--- src/rtl/nbc_pkg.sv ---
package nbc_pkg;

  localparam int REG_IDX_W = 3;

  localparam logic [REG_IDX_W-1:0] RI_DATA    = 3'd0;
  localparam logic [REG_IDX_W-1:0] RI_MODE    = 3'd1;
  localparam logic [REG_IDX_W-1:0] RI_STAT    = 3'd2;
  localparam logic [REG_IDX_W-1:0] RI_TIMING  = 3'd5;
  localparam logic [REG_IDX_W-1:0] RI_RESET   = 3'd6;

  // mode register bit positions
  localparam int MB_CLE = 0;
  localparam int MB_ALE = 1;
  localparam int MB_CSL = 2;
  localparam int MB_CSH = 3;
  localparam int MB_CE  = 4;
  localparam int MB_WE  = 7;

  localparam logic [7:0] MODE_MASK = 8'h9F;

  typedef enum logic [1:0] {
    SQ_IDLE = 2'd0,
    SQ_STRB = 2'd1,
    SQ_HOLD = 2'd2,
    SQ_DONE = 2'd3
  } seq_state_e;

  // strobe lasts one clock longer than the field value
  function automatic logic [4:0] strobe_cycles(input logic [3:0] w);
    return {1'b0, w} + 5'd1;
  endfunction

  // hold length, optionally extended by two clocks
  function automatic logic [4:0] hold_cycles(input logic [3:0] h, input bit add);
    return add ? ({1'b0, h} + 5'd2) : {1'b0, h};
  endfunction

endpackage

--- src/rtl/nbc_regs.sv ---
module nbc_regs #(
  parameter int RST_CYCLES = 4,
  parameter int DEF_HOLD   = 3,
  parameter int DEF_WIDTH  = 5
) (
  input  logic       clk,
  input  logic       rst_n,
  input  logic       wr_mode,
  input  logic       wr_timing,
  input  logic       wr_reset,
  input  logic [7:0] wdata,
  output logic [7:0] mode_q,
  output logic [7:0] timing_q,
  output logic       rst_busy
);
  import nbc_pkg::*;

  localparam int         RC_W        = $clog2(RST_CYCLES + 1);
  localparam logic [7:0] TIMING_INIT = {4'(DEF_HOLD), 4'(DEF_WIDTH)};

  logic [RC_W-1:0] rst_cnt;

  assign rst_busy = (rst_cnt != '0);

  always_ff @(posedge clk or negedge rst_n) begin
    if (!rst_n) begin
      mode_q   <= '0;
      timing_q <= TIMING_INIT;
      rst_cnt  <= '0;
    end else if (rst_busy) begin
      mode_q   <= '0;
      timing_q <= TIMING_INIT;
      rst_cnt  <= rst_cnt - RC_W'(1);
    end else begin
      if (wr_reset)  rst_cnt  <= RC_W'(RST_CYCLES);
      if (wr_mode)   mode_q   <= wdata & MODE_MASK;
      if (wr_timing) timing_q <= wdata;
    end
  end

endmodule

--- src/rtl/nbc_strobe_seq.sv ---
module nbc_strobe_seq #(
  parameter bit HOLD_ADD = 1'b1
) (
  input  logic       clk,
  input  logic       rst_n,
  input  logic       clr,
  input  logic       start,
  input  logic       is_read,
  input  logic [7:0] wbyte,
  input  logic [3:0] tim_width,
  input  logic [3:0] tim_hold,
  input  logic [7:0] dq_in,
  output logic       we_n,
  output logic       re_n,
  output logic       oe,
  output logic [7:0] dq_out,
  output logic [7:0] rbyte,
  output logic       busy,
  output logic       done,
  output logic       strobe_last
);
  import nbc_pkg::*;

  seq_state_e state;
  logic [4:0] cnt;
  logic       rd_q;
  logic [4:0] hold_len;

  assign hold_len    = hold_cycles(tim_hold, HOLD_ADD);
  assign strobe_last = (state == SQ_STRB) && (cnt == 5'd0);

  always_ff @(posedge clk or negedge rst_n) begin
    if (!rst_n) begin
      state  <= SQ_IDLE;
      cnt    <= '0;
      rd_q   <= 1'b0;
      dq_out <= '0;
      rbyte  <= '0;
    end else if (clr) begin
      state  <= SQ_IDLE;
      cnt    <= '0;
    end else begin
      unique case (state)
        SQ_IDLE: if (start) begin
          state <= SQ_STRB;
          cnt   <= strobe_cycles(tim_width) - 5'd1;
          rd_q  <= is_read;
          if (!is_read) dq_out <= wbyte;
        end
        SQ_STRB: if (strobe_last) begin
          if (rd_q) rbyte <= dq_in;
          if (hold_len == 5'd0) begin
            state <= SQ_DONE;
          end else begin
            state <= SQ_HOLD;
            cnt   <= hold_len - 5'd1;
          end
        end else begin
          cnt <= cnt - 5'd1;
        end
        SQ_HOLD: if (cnt == 5'd0) state <= SQ_DONE;
                 else cnt <= cnt - 5'd1;
        SQ_DONE: state <= SQ_IDLE;
        default: state <= SQ_IDLE;
      endcase
    end
  end

  assign we_n = !((state == SQ_STRB) && !rd_q);
  assign re_n = !((state == SQ_STRB) && rd_q);
  assign oe   = !rd_q && ((state == SQ_STRB) || (state == SQ_HOLD));
  assign busy = (state == SQ_STRB) || (state == SQ_HOLD);
  assign done = (state == SQ_DONE);

endmodule

--- src/rtl/nbc_cs_decode.sv ---
module nbc_cs_decode #(
  parameter int NUM_CS = 4
) (
  input  logic [1:0]        sel,
  output logic [NUM_CS-1:0] cs_n
);
  for (genvar i = 0; i < NUM_CS; i++) begin : g_cs
    assign cs_n[i] = (sel != 2'(i));
  end
endmodule

--- src/rtl/nand_bus_ctrl.sv ---
module nand_bus_ctrl #(
  parameter int NUM_CS     = 4,
  parameter bit HOLD_ADD   = 1'b1,
  parameter int RST_CYCLES = 4,
  parameter int DEF_HOLD   = 3,
  parameter int DEF_WIDTH  = 5
) (
  input  logic              clk,
  input  logic              rst_n,
  input  logic              host_req,
  input  logic              host_wr,
  input  logic [2:0]        host_addr,
  input  logic [7:0]        host_wdata,
  output logic [7:0]        host_rdata,
  output logic              host_ready,
  output logic              fl_cle,
  output logic              fl_ale,
  output logic              fl_ce_n,
  output logic [NUM_CS-1:0] fl_cs_n,
  output logic              fl_we_n,
  output logic              fl_re_n,
  output logic [7:0]        fl_dq_out,
  output logic              fl_dq_oe,
  input  logic [7:0]        fl_dq_in,
  input  logic              fl_rb_n
);
  import nbc_pkg::*;

  logic [7:0] mode_q, timing_q, rbyte;
  logic       rst_busy, seq_busy, seq_done, seq_start, strobe_last;
  logic       hit_data, hit_mode, hit_timing, hit_reset, mode_we;
  logic       data_ignored;

  assign hit_data   = host_req && (host_addr == RI_DATA);
  assign hit_mode   = host_req && (host_addr == RI_MODE);
  assign hit_timing = host_req && (host_addr == RI_TIMING);
  assign hit_reset  = host_req && (host_addr == RI_RESET);
  assign mode_we    = mode_q[MB_WE];

  assign data_ignored = host_wr && !mode_we;
  assign seq_start    = hit_data && !data_ignored && !rst_busy && !seq_busy && !seq_done;

  nbc_regs #(
    .RST_CYCLES(RST_CYCLES),
    .DEF_HOLD  (DEF_HOLD),
    .DEF_WIDTH (DEF_WIDTH)
  ) u_regs (
    .clk      (clk),
    .rst_n    (rst_n),
    .wr_mode  (hit_mode && host_wr),
    .wr_timing(hit_timing && host_wr),
    .wr_reset (hit_reset && host_wr && host_wdata[0]),
    .wdata    (host_wdata),
    .mode_q   (mode_q),
    .timing_q (timing_q),
    .rst_busy (rst_busy)
  );

  nbc_strobe_seq #(.HOLD_ADD(HOLD_ADD)) u_seq (
    .clk        (clk),
    .rst_n      (rst_n),
    .clr        (rst_busy),
    .start      (seq_start),
    .is_read    (!host_wr),
    .wbyte      (host_wdata),
    .tim_width  (timing_q[3:0]),
    .tim_hold   (timing_q[7:4]),
    .dq_in      (fl_dq_in),
    .we_n       (fl_we_n),
    .re_n       (fl_re_n),
    .oe         (fl_dq_oe),
    .dq_out     (fl_dq_out),
    .rbyte      (rbyte),
    .busy       (seq_busy),
    .done       (seq_done),
    .strobe_last(strobe_last)
  );

  nbc_cs_decode #(.NUM_CS(NUM_CS)) u_cs (
    .sel (mode_q[MB_CSH:MB_CSL]),
    .cs_n(fl_cs_n)
  );

  assign fl_cle  = mode_q[MB_CLE];
  assign fl_ale  = mode_q[MB_ALE];
  assign fl_ce_n = !mode_q[MB_CE];

  always_comb begin
    host_ready = 1'b1;
    if (host_addr == RI_DATA) host_ready = data_ignored || seq_done;
  end

  always_comb begin
    unique case (host_addr)
      RI_DATA:   host_rdata = rbyte;
      RI_MODE:   host_rdata = mode_q;
      RI_STAT:   host_rdata = {!fl_rb_n, 7'b0};
      RI_TIMING: host_rdata = timing_q;
      RI_RESET:  host_rdata = {7'b0, rst_busy};
      default:   host_rdata = 8'h00;
    endcase
  end

endmodule

--- config.mk ---
export PLATFORM = sky130hd
export DESIGN_NAME = nand_bus_ctrl
export DESIGN_NICKNAME = d
export VERILOG_FILES = /design/src/rtl/nbc_pkg.sv /design/src/rtl/nbc_regs.sv /design/src/rtl/nbc_strobe_seq.sv /design/src/rtl/nbc_cs_decode.sv /design/src/rtl/nand_bus_ctrl.sv
export SDC_FILE = /design/constraint.sdc
export NUM_CORES = 1
export LEC_CHECK = 0
export BUFFER_PORTS_ARGS = -buffer_cell sky130_fd_sc_hd__buf_4
export CORE_ASPECT_RATIO = 1.1
export CORE_MARGIN = 2
export CORE_UTILIZATION = 50
export CTS_CLUSTER_DIAMETER = 100
export DETAILED_ROUTE_END_ITERATION = 6
export HOLD_SLACK_MARGIN = 0.02
export PLACE_DENSITY = 0.74
export SLEW_MARGIN = 20
export SYNTH_ARGS = -nofsm -noshare
export SYNTH_HDL_FRONTEND = slang
export SYNTH_SLANG_ARGS = --single-unit
--- constraint.sdc ---
create_clock -name clk -period 4.2 [get_ports clk]
set_clock_uncertainty 0.2 [all_clocks]
set_input_delay 0.42 -clock clk [delete_from_list [all_inputs] [get_ports clk]]
set_output_delay 0.42 -clock clk [all_outputs]
set_load 0.1 [all_outputs]
### Word level (Yosys, flattened, before mapping)

Index checks and enable logic that the tools add are counted.

* bits of input ports: 24
* flip-flop bits (word level): 43

* mux-type cells: 20
* eq/ne operators: 15
* reductions and logical operators: 45
* bitwise operators: 1
* add/subtract/negate cells: 6

Operator list (number)
* $pmux W8 S5: 1
* $mux W8: 4
* $mux W5: 5
* $logic_and A1 B1 Y1: 17
* $pmux W5 S3: 1
* $sub A5 B1 Y5 const B: 3
* $reduce_and A4 Y1: 3
* $logic_not A1 Y1: 11
* $logic_not A5 Y1: 2
* $ne A3 B3 Y1 const B: 3
* $mux W2: 4
* $pmux W2 S4: 1
* $reduce_bool A2 Y1: 4
* $eq A3 B3 Y1 const B: 2
* $mux W3: 2
* $reduce_and A3 Y1: 2
* $add A4 B1 Y5 const B: 1
* $add A4 B2 Y5 const B: 1
* $eq A2 B2 Y1 const B: 2
* $ne A2 B2 Y1 const B: 2
* $ne A4 B4 Y1 const B: 1
* $reduce_bool A4 Y1: 1
* $eq A3 B1 Y1 const B: 1
* $eq A3 B2 Y1 const B: 1
* 10 further kinds: 12

### Logic depth before layout (Yosys ltp)

* word-level depth: 10
* depth in mapped cells: 8
* depth with buffers taken out: 7

### Cells and area by module

From an unflattened synthesis, not the netlist that was laid out.

* cell total of the unflattened synthesis: 248
* area total of the unflattened synthesis: 2513.7 sq um

Modules (own cells, without submodules)
* nbc_strobe_seq: instances 1, cells each 136, sequential area each 600.6 sq um, area an instance 1428.9 sq um
* nbc_regs: instances 1, cells each 64, sequential area each 430.4 sq um, area an instance 734.5 sq um
* nand_bus_ctrl: instances 1, cells each 44, sequential area each 0.0 sq um, area an instance 327.8 sq um
* nbc_cs_decode: instances 1, cells each 4, sequential area each 0.0 sq um, area an instance 22.5 sq um

### Worst setup path before layout

OpenSTA, ideal clock, no wires.

* kind: reg2out
* start point: register u_regs.mode_q[0]
* end point: output host_rdata[0]
* setup slack: 224 ps
* path buffers: 0
* stages on the path, launching flop included: 3
* arrival: 3356 ps
* required time: 3580 ps
* cell sequence: dfrtp_1 > mux2i_1 > o31ai_1

* longest elaborated chain between the ends: 1

Ends and longest elaborated chain
* from (decl): line nbc_regs.sv:12 `output logic [7:0] mode_q,`
* from (signal assigned): line nbc_regs.sv:36 `if (wr_mode) mode_q <= wdata & MODE_MASK;`
* $pmux W8 S5: line nand_bus_ctrl.sv:94 `unique case (host_addr)`
* to (decl): line nand_bus_ctrl.sv:14 `output logic [7:0] host_rdata,`

Every way passes these cells.

### Worst setup path in the final report

* start point: register u_regs.rst_cnt[0]
* end point: output host_rdata[0]

* longest elaborated chain between the ends: 2

Ends and longest elaborated chain
* from (decl): line nbc_regs.sv:21 `logic [RC_W-1:0] rst_cnt;`
* from (signal assigned): line nbc_regs.sv:33 `rst_cnt <= rst_cnt - RC_W'(1);`
* from (signal assigned): line nbc_regs.sv:35 `if (wr_reset) rst_cnt <= RC_W'(RST_CYCLES);`
* $reduce_bool A3 Y1: line nbc_regs.sv:23 `assign rst_busy = (rst_cnt != '0);`
* $pmux W8 S5: line nand_bus_ctrl.sv:94

Every way passes these cells.

==> impl_metrics.sql <==
INSERT INTO impl_metrics (metric_group, metric, value, unit) VALUES
('outcome', 'run_status', 'finished, final reports clean', ''),
('sta', 'finalMaxSlewViolations', '0', ''),
('place', 'preCtsSetupSlack', '1634', 'ps'),
('die', 'floorplan.core_area', '0.004619', 'sq mm'),
('synthesis', 'synth.lib_cells_used.distinct', '49', ''),
('layout', 'antenna_cells', '0', ''),
('power', 'switchingPower', '1076', 'uW'),
('die', 'fp.dieW', '69.92', 'um'),
('clock_network', 'clock_tree.htree_level_count', '2', ''),
('critical_path', 'path_delay_family', 'simple AND/OR/NAND/NOR gates', ''),
('drt', 'route.final.wire_length', '5.702', 'mm'),
('global_routing', 'gr-usage-all-layers', '21.73', '%'),
('global_routing', 'grt_pass1_vias', '1952', ''),
('critical_path', 'critPathSlowestCell', 'sky130_fd_sc_hd__nor3_2', ''),
('die', 'rows', '26', ''),
('synthesis', 'syn-num-nets', '275', ''),
('critical_path', 'worstSetupEndpointType', 'primary output', ''),
('clock_network', 'tritoncts.num_buffers', '5', ''),
('clock_network', 'ctsLongestPathBuffers', '2', ''),
('sta', 'rsz0062_at_grt', 'no', ''),
('layout', 'layoutNonFillerInstCount', '346', ''),
('synthesis', 'synth_top_cell_area_share', '38.74', '%'),
('sta', 'fin_crit', '2569', 'ps'),
('flow_run', 'max_cap_viol_count', '0', ''),
('power', 'power_dens_cells', '744.6', 'mW/mm^2'),
('synthesis', 'area_of_the_mapped_netlist', '0.002390', 'sq mm'),
('synthesis', 'ys_seq_area_share', '43.14', '%'),
('power', 'clockPowerShare', '14.7', '%'),
('power', 'power.internal', '1090', 'uW'),
('critical_path', 'slowest_delay', '600', 'ps'),
('critical_path', 'crit_buf_inv', '1', ''),
('sta', 'setup_violating_endpoint_count_in_the_final_report', '0', ''),
('clock_network', 'clock_insertion_delay_worst_skew', '280', 'ps'),
('layout', 'fraction_of_layout_instances_using_a_drive_strength_above_1', '30.69', '%'),
('critical_path', 'critical_path.max_fanout', '11', ''),
('drt', 'avgRoutedWirePerCell', '16.48', 'um'),
('synthesis', 'postSynthAreaPerCell', '9.875', 'sq um'),
('power', 'leakagePower', '0.001357', 'uW'),
('place', 'gpl.final_weighted_congestion', '0.8835', ''),
('sta', 'fmax_achieved', '389.2', 'MHz'),
('drt', 'avgViaCountPerCell', '5.841', ''),
('drt', 'detailedRoute.firstPassIterationCount', '4', ''),
('synthesis', 'synthTopCellsByArea', 'sky130_fd_sc_hd__dfrtp_1 39%, sky130_fd_sc_hd__mux2_2 8.5%, sky130_fd_sc_hd__mux2i_1 5.4%', ''),
('global_routing', 'initial_antenna_violation_count', '0', ''),
('power', 'p_comb_share', '55.9', '%'),
('drt', 'dr_total_vias', '2021', ''),
('drt', 'drtIter0Drc', '119', ''),
('sta', 'min_setup_slack_post_route', '1631', 'ps'),
('clock_network', 'clk_pin_slew_worst_paths', '80', 'ps'),
('sta', 'fin_tns_setup', '0', 'ps'),
('synthesis', 'synthesis.instances', '242', ''),
('clock_network', 'cts_root_buf', 'sky130_fd_sc_hd__clkbuf_8', ''),
('die', 'die_area', '0.005349', 'sq mm'),
('die', 'initial_utilization', '51.73', '%'),
('power', 'power_frac_seq', '29.5', '%'),
('die', 'io_pins', '51', ''),
('drt', 'detail-route-antenna-nets', '0', ''),
('critical_path', 'critPathRequiredTime', '3580', 'ps'),
('die', 'dieHeight', '76.51', 'um'),
('global_routing', 'grt.overflow.total', '0', ''),
('critical_path', 'crit_chain', 'nor3_2, o21ai_0, nand2_1, o31ai_1, buf_4', ''),
('place', 'post-dp-hpwl', '4.224', 'mm'),
('sta', 'timing_worst_slew_pin_value', '672.7', 'ps'),
('power', 'vdd_drop_max', '469.9', 'uV'),
('drt', 'drc_errors', '0', ''),
('clock_network', 'cts_tree', 'yes', ''),
('synthesis', 'yosys_register_bits', '41', ''),
('place', 'dpl.cell_count', '337', ''),
('synthesis', 'ys_warn_count', '0', ''),
('global_routing', 'grt_start_max_net_pins', '42', ''),
('sta', 'slew_headroom', '54.91', '%'),
('critical_path', 'worst-endpoint-arrival', '1950', 'ps'),
('clock_network', 'cts.sink_count', '41', ''),
('layout', 'area_growth', '21.73', '%'),
('critical_path', 'timing.critical_path.from_type', 'flip-flop', ''),
('synthesis', 'synth_top_cell_by_area', 'sky130_fd_sc_hd__dfrtp_1', ''),
('layout', 'layout.nets', '322', ''),
('min_path', 'hold_path.class', 'in -> reg', ''),
('power', 'switching_share', '49.66', '%'),
('sta', 'hold_violations', '0', ''),
('sta', 'finalCritPeriodShare', '61.17', '%'),
('critical_path', 'setup.worst_path.class', 'reg -> out', ''),
('place', 'portBuffers', '50', ''),
('global_routing', 'grt_first_pass_wirelength', '9.397', 'mm');
## cell families after synthesis
logic type,count (synthesis),share of synthesized area [%]
adder cells (fa/ha/maj),9,4.712
multiplexers,31,13.93
flip-flops,41,43.14
AND/OR/NAND/NOR,89,19.32
buffers and inverters,20,3.612
AO/OA/AOI/OAI,49,14.19
XOR/XNOR,3,1.100
## timing repair
action / CTS / global route
buffers inserted: 0 / 0
hold buffers: 1 / 0
gates resized for setup: 0 / 0
hold endpoints to repair: 37 / 0
## power by group through the flow
stage | clock [uW] | sequential [uW] | combinational (uW)
finish | 318 | 638 | 1210
global placement | 0 | 640 | 1200
floorplan | 0 | 806 | 778
global route | 335 | 655 | 1300
CTS | 322 | 636 | 1210
detailed placement | 0 | 643 | 1200
## routing by layer
| metal | up-vias | track usage [%] | share of wire [%] |
|---|---|---|---|
| met1 | 997 | 28.39 | 44 |
| met3 | 9 | 3.836 | 3.9 |
| met2 | 52 | 36.29 | 50 |
| met4 | 0 | 7.500 | 1.8 |
| met5 | - | 0 | 0 |
| li1 | 963 | - | - |
## worst paths after layout
path	start	endpoint	slack (ps)	depth (start not counted)
setup / recovery	u_regs.rst_cnt[0]$_DFFE_PN0P_	host_rdata[0]	1630	5
hold / removal	host_wr	u_seq.rd_q$_DFFE_PN0P_	140	2
setup reg to reg	u_seq.state[0]$_DFFE_PN0P_	u_seq.cnt[0]$_DFFE_PN0P_	1730	7
hold reg to reg	u_seq.dq_out[6]$_DFFE_PN0P_	u_seq.dq_out[6]$_DFFE_PN0P_	310	1
max in group asynchronous	rst_n	u_regs.timing_q[4]$_DFFE_PN1P_	2980	2
min in group asynchronous	rst_n	u_seq.cnt[4]$_DFFE_PN0P_	440	2
## area by class of cell
type,instances,area (sq um)
clock buffers,6,72.57
clock inverters,2,38.79
fillers,404,1710
inverters,9,33.78
multi-input cells,181,1277
flip-flops and latches,41,1031
well taps,56,70.07
repair buffers,51,385.4
## synth_stat cells (all sizes together)
cell type	n
dfrtp	37
nor2	29
nand2	25
mux2	18
a21oi	13
mux2i	13
ha	9
inv	9
o21ai	9
nand2b	7
nand3	7
clkbuf	6
a31oi	5
buf	5
nor3	5
a22o	4
dfstp	4
nor2b	4
o22a	4
a32o	2
nand4	2
nor4	2
or3	2
xnor2	2
a22oi	1
a311o	1
a31o	1
a32oi	1
and2	1
and4	1
nand4b	1
nor4b	1
o211ai	1
o21a	1
o21bai	1
o221a	1
o22ai	1
o311ai	1
o31ai	1
o41ai	1
or2	1
or4b	1
xor2	1
## flip-flops by register name (all words and copies together) (netlist names)
register         cells
u_seq.rd_q           1
u_regs.mode_q        6
u_seq.dq_out         8
u_regs.timing_q      8
u_regs.rst_cnt       3
u_seq.rbyte          8
u_seq.state          2
u_seq.cnt            5
## through the flow
step	hold WS (ps)	util (%)	power, uW	cell area, sq um
floorplan	-75.59	-	1583	2390
global placement	234.4	60.24	1838	2783
detailed placement	234.9	60.24	1847	2783
CTS	144.0	62.87	2167	2904
global route	153.4	62.97	2289	2909
finish	144.3	62.97	2166	2909
## placed cells by master (no fill, tap or decap), drive strengths merged, types with 2 or more instances in the layout
master  synthesis  final
a21oi          13     13
nand2b          7      7
nand4           2      2
o21ai           9      9
nor2b           4      4
nor3            5      5
ha              9      9
mux2i          13     13
dfrtp          37     37
nor4            2      2
nor2           29     29
xnor2           2      2
buf             5     50
a31oi           5      5
a22o            4      4
nand3           7      7
dfstp           4      4
nand2          25     25
inv             9      9
or3             2      2
o22a            4      4
a32o            2      2
mux2           18     18
clkbuf          6      6
## worst register-to-register path: cells and delay by family, from the launching register on
kind                       cells  cell delay [ps]
AOI/OAI and AO/OA              2              470
adders and majority gates      1              410
buffers and inverters          2              280
DFF                            1              430
muxes                          1              350
and+or+nand+nor                1              230
No activity file was read; power rests on OpenSTA's default activity.
